--- src/rtl/tapCtrlPkg.sv ---
package tapCtrlPkg;

  localparam int IR_W = 3;

  localparam logic [IR_W-1:0] OP_EXTEST  = 3'b000;
  localparam logic [IR_W-1:0] OP_IDCODE  = 3'b001;
  localparam logic [IR_W-1:0] OP_SAMPLEZ = 3'b010;
  localparam logic [IR_W-1:0] OP_SAMPLE  = 3'b100;
  localparam logic [IR_W-1:0] OP_BYPASS  = 3'b111;

  typedef enum logic [3:0] {
    ST_RESET, ST_IDLE,
    ST_SEL_DR, ST_CAP_DR, ST_SH_DR, ST_EX1_DR, ST_PAU_DR, ST_EX2_DR, ST_UPD_DR,
    ST_SEL_IR, ST_CAP_IR, ST_SH_IR, ST_EX1_IR, ST_PAU_IR, ST_EX2_IR, ST_UPD_IR
  } tapState_e;

  // Strobes from control to datapath
  typedef struct packed {
    logic captureDr;
    logic shiftDr;
    logic shiftIr;
    logic pickId;
    logic pickBsr;
    logic irBit;
  } tapStrobe_t;

endpackage

--- src/rtl/tapFsm.sv ---
module tapFsm
  import tapCtrlPkg::*;
(
  input  logic       tck,
  input  logic       trstN,
  input  logic       tms,
  input  logic       tdi,
  output tapStrobe_t stb,
  output logic       highZ
);

  tapState_e state;
  tapState_e nextState;
  logic [IR_W-1:0] irShift;
  logic [IR_W-1:0] activeIr;

  always_comb begin
    nextState = state;
    case (state)
      ST_RESET:  nextState = tms ? ST_RESET  : ST_IDLE;
      ST_IDLE:   nextState = tms ? ST_SEL_DR : ST_IDLE;
      ST_SEL_DR: nextState = tms ? ST_SEL_IR : ST_CAP_DR;
      ST_CAP_DR: nextState = tms ? ST_EX1_DR : ST_SH_DR;
      ST_SH_DR:  nextState = tms ? ST_EX1_DR : ST_SH_DR;
      ST_EX1_DR: nextState = tms ? ST_UPD_DR : ST_PAU_DR;
      ST_PAU_DR: nextState = tms ? ST_EX2_DR : ST_PAU_DR;
      ST_EX2_DR: nextState = tms ? ST_UPD_DR : ST_SH_DR;
      ST_UPD_DR: nextState = tms ? ST_SEL_DR : ST_IDLE;
      ST_SEL_IR: nextState = tms ? ST_RESET  : ST_CAP_IR;
      ST_CAP_IR: nextState = tms ? ST_EX1_IR : ST_SH_IR;
      ST_SH_IR:  nextState = tms ? ST_EX1_IR : ST_SH_IR;
      ST_EX1_IR: nextState = tms ? ST_UPD_IR : ST_PAU_IR;
      ST_PAU_IR: nextState = tms ? ST_EX2_IR : ST_PAU_IR;
      ST_EX2_IR: nextState = tms ? ST_UPD_IR : ST_SH_IR;
      ST_UPD_IR: nextState = tms ? ST_SEL_DR : ST_IDLE;
      default:   nextState = ST_RESET;
    endcase
  end

  always_ff @(posedge tck or negedge trstN) begin
    if (!trstN) state <= ST_RESET;
    else        state <= nextState;
  end

  // Instruction shift stage: Capture-IR loads the fixed pattern 3'b001
  always_ff @(posedge tck or negedge trstN) begin
    if (!trstN) begin
      irShift <= OP_IDCODE;
    end else if (state == ST_CAP_IR) begin
      irShift <= OP_IDCODE;
    end else if (state == ST_SH_IR) begin
      irShift <= {tdi, irShift[IR_W-1:1]};
    end
  end

  // Active instruction and registered output-disable
  always_ff @(posedge tck or negedge trstN) begin
    if (!trstN) begin
      activeIr <= OP_IDCODE;
      highZ    <= 1'b0;
    end else if (nextState == ST_RESET) begin
      activeIr <= OP_IDCODE;
      highZ    <= 1'b0;
    end else if (state == ST_UPD_IR) begin
      activeIr <= irShift;
      highZ    <= (irShift == OP_EXTEST) || (irShift == OP_SAMPLEZ);
    end
  end

  always_comb begin
    stb.captureDr = (state == ST_CAP_DR);
    stb.shiftDr   = (state == ST_SH_DR);
    stb.shiftIr   = (state == ST_SH_IR);
    stb.pickId    = (activeIr == OP_IDCODE);
    stb.pickBsr   = (activeIr == OP_EXTEST) || (activeIr == OP_SAMPLEZ) ||
                    (activeIr == OP_SAMPLE);
    stb.irBit     = irShift[0];
  end


  id_default_chk: assert property (@(posedge tck) disable iff (!trstN)
    state == ST_RESET |-> activeIr == OP_IDCODE);


  hz_update_only_chk: assert property (@(posedge tck) disable iff (!trstN)
    !$stable(highZ) |-> ($past(state) == ST_UPD_IR || state == ST_RESET));


  hz_matches_ir_chk: assert property (@(posedge tck) disable iff (!trstN)
    highZ == ((activeIr == OP_EXTEST) || (activeIr == OP_SAMPLEZ)));


  tms_escape_chk: assert property (@(posedge tck) disable iff (!trstN)
    (tms && $past(tms) && $past(tms, 2) && $past(tms, 3) && $past(tms, 4))
      |=> state == ST_RESET);

endmodule

--- src/rtl/tapDataPath.sv ---
module tapDataPath
  import tapCtrlPkg::*;
#(
  parameter int                BSR_LEN = 16,
  parameter int                ID_W    = 32,
  parameter logic [ID_W-1:0]   ID_CODE = 32'h1A53_C0E5
) (
  input  logic               tck,
  input  logic               trstN,
  input  logic               tdi,
  input  tapStrobe_t         stb,
  input  logic [BSR_LEN-1:0] pinSample,
  output logic               tdo,
  output logic               tdoEn
);

  logic               bypassReg;
  logic [ID_W-1:0]    idReg;
  logic [BSR_LEN-1:0] bsrReg;
  logic               serialBit;
  logic               pickBypass;

  assign pickBypass = !stb.pickId && !stb.pickBsr;

  always_ff @(posedge tck or negedge trstN) begin
    if (!trstN)                          bypassReg <= 1'b0;
    else if (stb.captureDr)              bypassReg <= 1'b0;
    else if (stb.shiftDr && pickBypass)  bypassReg <= tdi;
  end

  always_ff @(posedge tck or negedge trstN) begin
    if (!trstN)                             idReg <= '0;
    else if (stb.captureDr && stb.pickId)   idReg <= ID_CODE;
    else if (stb.shiftDr && stb.pickId)     idReg <= {tdi, idReg[ID_W-1:1]};
  end

  // Boundary cells: capture only, no update stage
  for (genvar i = 0; i < BSR_LEN; i++) begin : g_cell
    logic shiftIn;
    if (i == BSR_LEN - 1) begin : g_last
      assign shiftIn = tdi;
    end else begin : g_mid
      assign shiftIn = bsrReg[i+1];
    end
    always_ff @(posedge tck or negedge trstN) begin
      if (!trstN)                            bsrReg[i] <= 1'b0;
      else if (stb.captureDr && stb.pickBsr) bsrReg[i] <= pinSample[i];
      else if (stb.shiftDr && stb.pickBsr)   bsrReg[i] <= shiftIn;
    end
  end

  always_comb begin
    if (stb.shiftIr)      serialBit = stb.irBit;
    else if (stb.pickId)  serialBit = idReg[0];
    else if (stb.pickBsr) serialBit = bsrReg[0];
    else                  serialBit = bypassReg;
  end

  always_ff @(negedge tck or negedge trstN) begin
    if (!trstN) begin
      tdo   <= 1'b0;
      tdoEn <= 1'b0;
    end else begin
      tdo   <= serialBit;
      tdoEn <= stb.shiftDr || stb.shiftIr;
    end
  end


  tdo_en_shift_chk: assert property (@(posedge tck) disable iff (!trstN)
    tdoEn |-> (stb.shiftDr || stb.shiftIr));


  single_phase_chk: assert property (@(posedge tck) disable iff (!trstN)
    $onehot0({stb.captureDr, stb.shiftDr, stb.shiftIr}));

endmodule

--- src/rtl/tapCtrl.sv ---
module tapCtrl
  import tapCtrlPkg::*;
#(
  parameter int              BSR_LEN = 16,
  parameter int              ID_W    = 32,
  parameter logic [ID_W-1:0] ID_CODE = 32'h1A53_C0E5
) (
  input  logic               tck,
  input  logic               trstN,
  input  logic               tms,
  input  logic               tdi,
  input  logic [BSR_LEN-1:0] pinSample,
  output logic               tdo,
  output logic               tdoEn,
  output logic               outHighZ
);

  tapStrobe_t stb;

  tapFsm ctrl_i (
    .tck   (tck),
    .trstN (trstN),
    .tms   (tms),
    .tdi   (tdi),
    .stb   (stb),
    .highZ (outHighZ)
  );

  tapDataPath #(
    .BSR_LEN (BSR_LEN),
    .ID_W    (ID_W),
    .ID_CODE (ID_CODE)
  ) data_i (
    .tck       (tck),
    .trstN     (trstN),
    .tdi       (tdi),
    .stb       (stb),
    .pinSample (pinSample),
    .tdo       (tdo),
    .tdoEn     (tdoEn)
  );

endmodule

--- config.mk ---
export PLATFORM = sky130hd
export DESIGN_NAME = tapCtrl
export DESIGN_NICKNAME = d
export VERILOG_FILES = /design/src/rtl/tapCtrlPkg.sv /design/src/rtl/tapFsm.sv /design/src/rtl/tapDataPath.sv /design/src/rtl/tapCtrl.sv
export SDC_FILE = /design/constraint.sdc
export NUM_CORES = 1
export LEC_CHECK = 0
export CORE_ASPECT_RATIO = 0.75
export CORE_MARGIN = 2
export CORE_UTILIZATION = 50
export CTS_BUF_LIST = sky130_fd_sc_hd__clkbuf_8
export DETAILED_ROUTE_END_ITERATION = 8
export DONT_BUFFER_PORTS = 1
export PLACE_DENSITY_LB_ADDON = 0.2
export SLEW_MARGIN = 20
export SYNTH_ARGS = -nofsm -noshare
export SYNTH_HDL_FRONTEND = slang
export SYNTH_SLANG_ARGS = --single-unit
--- constraint.sdc ---
create_clock -name tck -period 1.4 [get_ports tck]
set_input_delay 0.21 -clock tck [delete_from_list [all_inputs] [get_ports tck]]
set_output_delay 0.21 -clock tck [all_outputs]
set_load 0.05 [all_outputs]
=== Yosys cells after proc, flatten, opt, wreduce, memory -nomap -nowiden ===
Index checks and enable logic that the tools add are counted.

* Register bits after elaboration: 62
* Output and inout bits: 3
* Word-level logic and storage cells: 125
* Input bits: 20

* Equality and inequality tests: 19
* Reduce and logical (&&, ||, !) cells: 24
* Muxes and demuxes: 58

{| class="wikitable"
|+ Operators with widths
! cell !! number
|-
| two-way mux 32 bit || 2
|-
| case mux 4 bit (12 select lines) || 1
|-
| two-way mux 1 bit || 42
|-
| == test 4 bit (second input constant) || 8
|-
| two-way mux 3 bit || 6
|-
| == test 4 x 3 -> 1 bit (second input constant) || 4
|-
| two-way mux 4 bit || 4
|-
| nonzero test 2 bit || 5
|-
| == test 4 x 2 -> 1 bit (second input constant) || 2
|-
| logical NOT 4 bit || 2
|-
| == test 3 x 2 -> 1 bit (second input constant) || 2
|-
| logical AND 1 bit || 6
|-
| logical NOT 3 bit || 2
|-
| two-way mux 2 bit || 3
|-
| == test 4 x 1 -> 1 bit (second input constant) || 1
|-
| logical OR 1 bit || 4
|-
| OR reduction 2 bit || 2
|-
| == test 3 x 1 -> 1 bit (second input constant) || 1
|-
| == test 3 bit (second input constant) || 1
|-
| OR reduction 3 bit || 1
|-
| logical NOT 1 bit || 2
|}

=== Depth between registers and ports, before layout ===
Gate-level depths: netlist (run 1).

* Depth after elaboration: 8
* Mapped depth: 7
* Mapped depth without buffers: 4

=== Modules after synthesis ===
Synthesis (run 1) repeated with hierarchy kept, for this count alone.

* Cells, all modules: 271
* Area, all modules: 2,871.5 sq um

{| class="wikitable"
|+ Modules (own cells, without submodules)
! module !! area an instance (sq um) !! seq. area each (sq um) !! times used !! cells an instance
|-
| tapDataPath || 2,192.1 || 1,276.2 || 1 || 194
|-
| tapFsm || 679.4 || 277.8 || 1 || 77
|}

==> impl_metrics.yaml, run 1 <==
yosys:
  synth_cell_types: 38
  syn-cell-area_um2: 2840
  synth_cells: 305
  synthFlopType: "dfrtp_1"
  synth_nets: 325
  syn_avg_cell_area_um2: 9.31
  async_reset_ff_share_pct: 100
  ys_warn_count: 0
  ys_seq_area_share_pct: 54.7
  yosys_register_bits: 62
  yosys-top-cells-area: "dfrtp_1 (51%), nand2_1 (10%), o21ai_1 (8.3%), mux2i_1 (6.7%), nor2_1 (2.9%)"
  synth-edff-count: 0
  synth_top_area_cell: "dfrtp_1"
  netlist.area_leader.share_pct: 51.1
outcome:
  violations: "hold timing, setup timing"
  status: "finished, violations left"
drt:
  drtAntennaViolNets: 0
  drc: 0
  drtIter0Drc: 207
  viasPerCell: 5.76
  drtPass1Iterations: 5
  wl_per_cell_um: 19.7
  vias: 2523
  drt-total-wl_um: 8610
critical_path:
  rr_endpoint: "data_i.tdo$_DFF_NN0_"
  rrSetupSlack_ps: -590
  rr_worst_depth: 3
  cp-end-kind: "flip-flop"
  critPathKind: "flip-flop to flip-flop"
  cp_max_fo: 3
  cp-start-kind: "flip-flop"
  required_ps: 880
  reg2reg_from: "ctrl_i.activeIr[0]$_DFFE_PN1P_"
  worstPathArrival_ps: 1470
power:
  leakagePower_nw: 1.92
  switchingPower_mw: 4.66
  swShare_pct: 40.5
  irDropWorstVdd_mv: 1.32
  pwr-share-clk_pct: 13.3
  p_int_mw: 6.85
  p_seq_share_pct: 28.6
  power_density_nw_per_um2: 2640
  power_frac_comb_pct: 58.2
cts:
  path_clk_slew_ps: 80
  cts_buffers: 9
  cts.sinks: 62
  h-tree-depth: 3
  clockBufferDepth: 2
  cts_tree: "yes"
  clockRootBuffer: "clkbuf_8"
  hold_buffers: 2
  clock_latency_ps: 350
grt:
  grt_pass1_vias: 2549
  use_met1_pct: 33.0
  grt_busiest_layer: "met2"
  use_met2_pct: 42.2
  grt_start_max_net_pins: 63
  track_usage_pct: 26.0
  overflow: 0
  grt_pass1_wl_um: 12600
  antenna_found_initial: 0
  grt_util_met3_pct: 8.59
placement:
  globalplace.congestion: 0.767
  port_buffers: 0
  dpl.hpwl_um: 3390
  dp_cells: 382
  place_ws_ps: -572
  dpl-instance-area_um2: 3100
layout:
  diodes: 0
  area_delta_synth_final_pct: 53.5
  final_common_cell: "dfrtp_1"
  mostFrequentLayoutCells: "dfrtp_1 (55), nand2_1 (51), o21ai_2 (28)"
  nets: 378
  final_cells: 438
  final_area_um2: 4360
  drive_gt1_share_pct: 42.7
floorplanning:
  rows: 23
  die_h_um: 69.3
  num_io_pins: 23
  coreArea_um2: 5410
  die_area_um2: 6300
  die_x_um: 91.0
  start_util_pct: 52.5
sta:
  skew_ps: 18.5
  tns_ps: -20710
  slew_headroom_pct: 80.0
  drv_slew: 0
  setup_ws_ps: -595
  tightestPinTransition_ps: 299
  holdWs_ps: -457
  rsz0062_at_grt: "yes"
  final-setup-viol-count: 54
  final_hold_viol_count: 60
flow_run:
  maxCapViolations: 0
hold_path:
  hp-class: "input pin to asynchronous set/reset pin"
==> timing repair <==
item | CTS | global route
setup buffers | 22 | 8
pin swaps | 17 | 37
setup endpoints to repair | 54 | 60
gates resized for setup | 47 | 96
cloned | 12 | 4
hold endpoints to repair | 62 | 60
==> power by group through the flow <==
stage / logic, mW / clock network (mW) / registers, mW
6_report: 6.70 / 1.53 / 3.29
5_1_grt: 7.11 / 1.60 / 3.36
3_5_place_dp: 3.34 / 0 / 3.04
3_3_place_gp: 3.24 / 0 / 3.02
2_1_floorplan: 2.49 / 0 / 3.01
4_1_cts: 5.35 / 1.49 / 3.05
==> worst max-delay path by stage <==
stage	startpoint	to	slack (ps)	cells after the start
global route	ctrl_i.activeIr[0]$_DFFE_PN1P_	data_i.tdo$_DFF_NN0_	-640	3
detailed placement	ctrl_i.activeIr[0]$_DFFE_PN1P_	data_i.tdo$_DFF_NN0_	-570	3
finish	ctrl_i.activeIr[0]$_DFFE_PN1P_	data_i.tdo$_DFF_NN0_	-590	3
CTS	ctrl_i.activeIr[0]$_DFFE_PN1P_	data_i.tdo$_DFF_NN0_	-560	3
floorplan	ctrl_i.activeIr[0]$_DFFE_PN1P_	data_i.tdo$_DFF_NN0_	-540	3
global placement	ctrl_i.activeIr[0]$_DFFE_PN1P_	data_i.tdo$_DFF_NN0_	-550	3
==> per-layer routing <==
metal / vias up / part of all wire (%)
li1: 1140 / -
met1: 1255 / 43
met2: 107 / 49
met3: 21 / 6.2
met4: 0 / 2.3
met5: - / 0
==> worst max-delay path, stage by stage (launching register included) <==
cell and delay, ps:
dfstp_2 540, or3b_4 410, o22ai_4 110, o21ai_1 70
==> Yosys cell counts, types with 2 or more instances <==
library cell / count
nor2b_1: 2
inv_1: 3
mux2i_1: 19
dfstp_2: 2
a21oi_1: 7
o21ai_0: 8
nor2_1: 22
o22ai_1: 4
o21ai_1: 47
buf_4: 4
buf_1: 2
buf_2: 13
nor3_1: 4
a211oi_1: 2
nand2b_1: 5
dfrtp_1: 58
nand3_1: 2
clkbuf_1: 4
nand2_1: 77
dfrtn_1: 2
==> registers in the layout, indices dropped and copies added (netlist names) <==
signal,flops
data_i.idReg,32
data_i.g_cell.shiftIn,15
ctrl_i.state,4
ctrl_i.activeIr,3
ctrl_i.irShift,3
ctrl_i.highZ,1
data_i.bsrReg,1
data_i.bypassReg,1
data_i.tdo,1
data_i.tdoEn,1
==> cells by family (layout without fill, tap and decap cells) <==
kind of cell / Yosys count / in the layout / synth area share [%]
simple gates: 120 / 120 / 18.3
xor+xnor: 2 / 2 / 0.617
buf+inv: 27 / 82 / 4.94
mux: 19 / 19 / 6.70
compound gates: 75 / 78 / 14.7
flops: 62 / 62 / 54.7
==> per-stage QoR <==
stage | total power, mW | util, %
final | 11.5 | 80.6
after global routing | 12.1 | 80.6
after CTS | 9.88 | 73.5
after detailed placement | 6.38 | 57.3
after global placement | 6.26 | 57.3
after floorplan | 5.51 | -
==> area by class of cell <==
class                   instances  area, µm²
clock inverters                 4       21.3
inverters                       3       11.3
repair buffers                 63        908
multi-input cells             219       1600
clock buffers                  12        165
flip-flops and latches         62       1560
well taps                      75       93.8
fillers                       309       1050
(Power assumes the default switching activity.)
==> run 2: changes to the inputs <==
--- a/config.mk
+++ b/config.mk
@@ -5,6 +5,7 @@
 export SDC_FILE = /design/constraint.sdc
 export NUM_CORES = 1
 export LEC_CHECK = 0
+export CAP_MARGIN = 20
 export CORE_ASPECT_RATIO = 0.75
 export CORE_MARGIN = 2
 export CORE_UTILIZATION = 50
==> results of run 2 <==
Final layout, timing and power as in run 1 (identical DEF).
==> run 3: changes to the inputs <==
--- a/config.mk
+++ b/config.mk
@@ -5,6 +5,7 @@
 export SDC_FILE = /design/constraint.sdc
 export NUM_CORES = 1
 export LEC_CHECK = 0
+export ABC_CLOCK_PERIOD_IN_PS = 1400
 export CAP_MARGIN = 20
 export CORE_ASPECT_RATIO = 0.75
 export CORE_MARGIN = 2
==> results of run 3 <==
Final layout, timing and power as in run 1 (identical DEF).
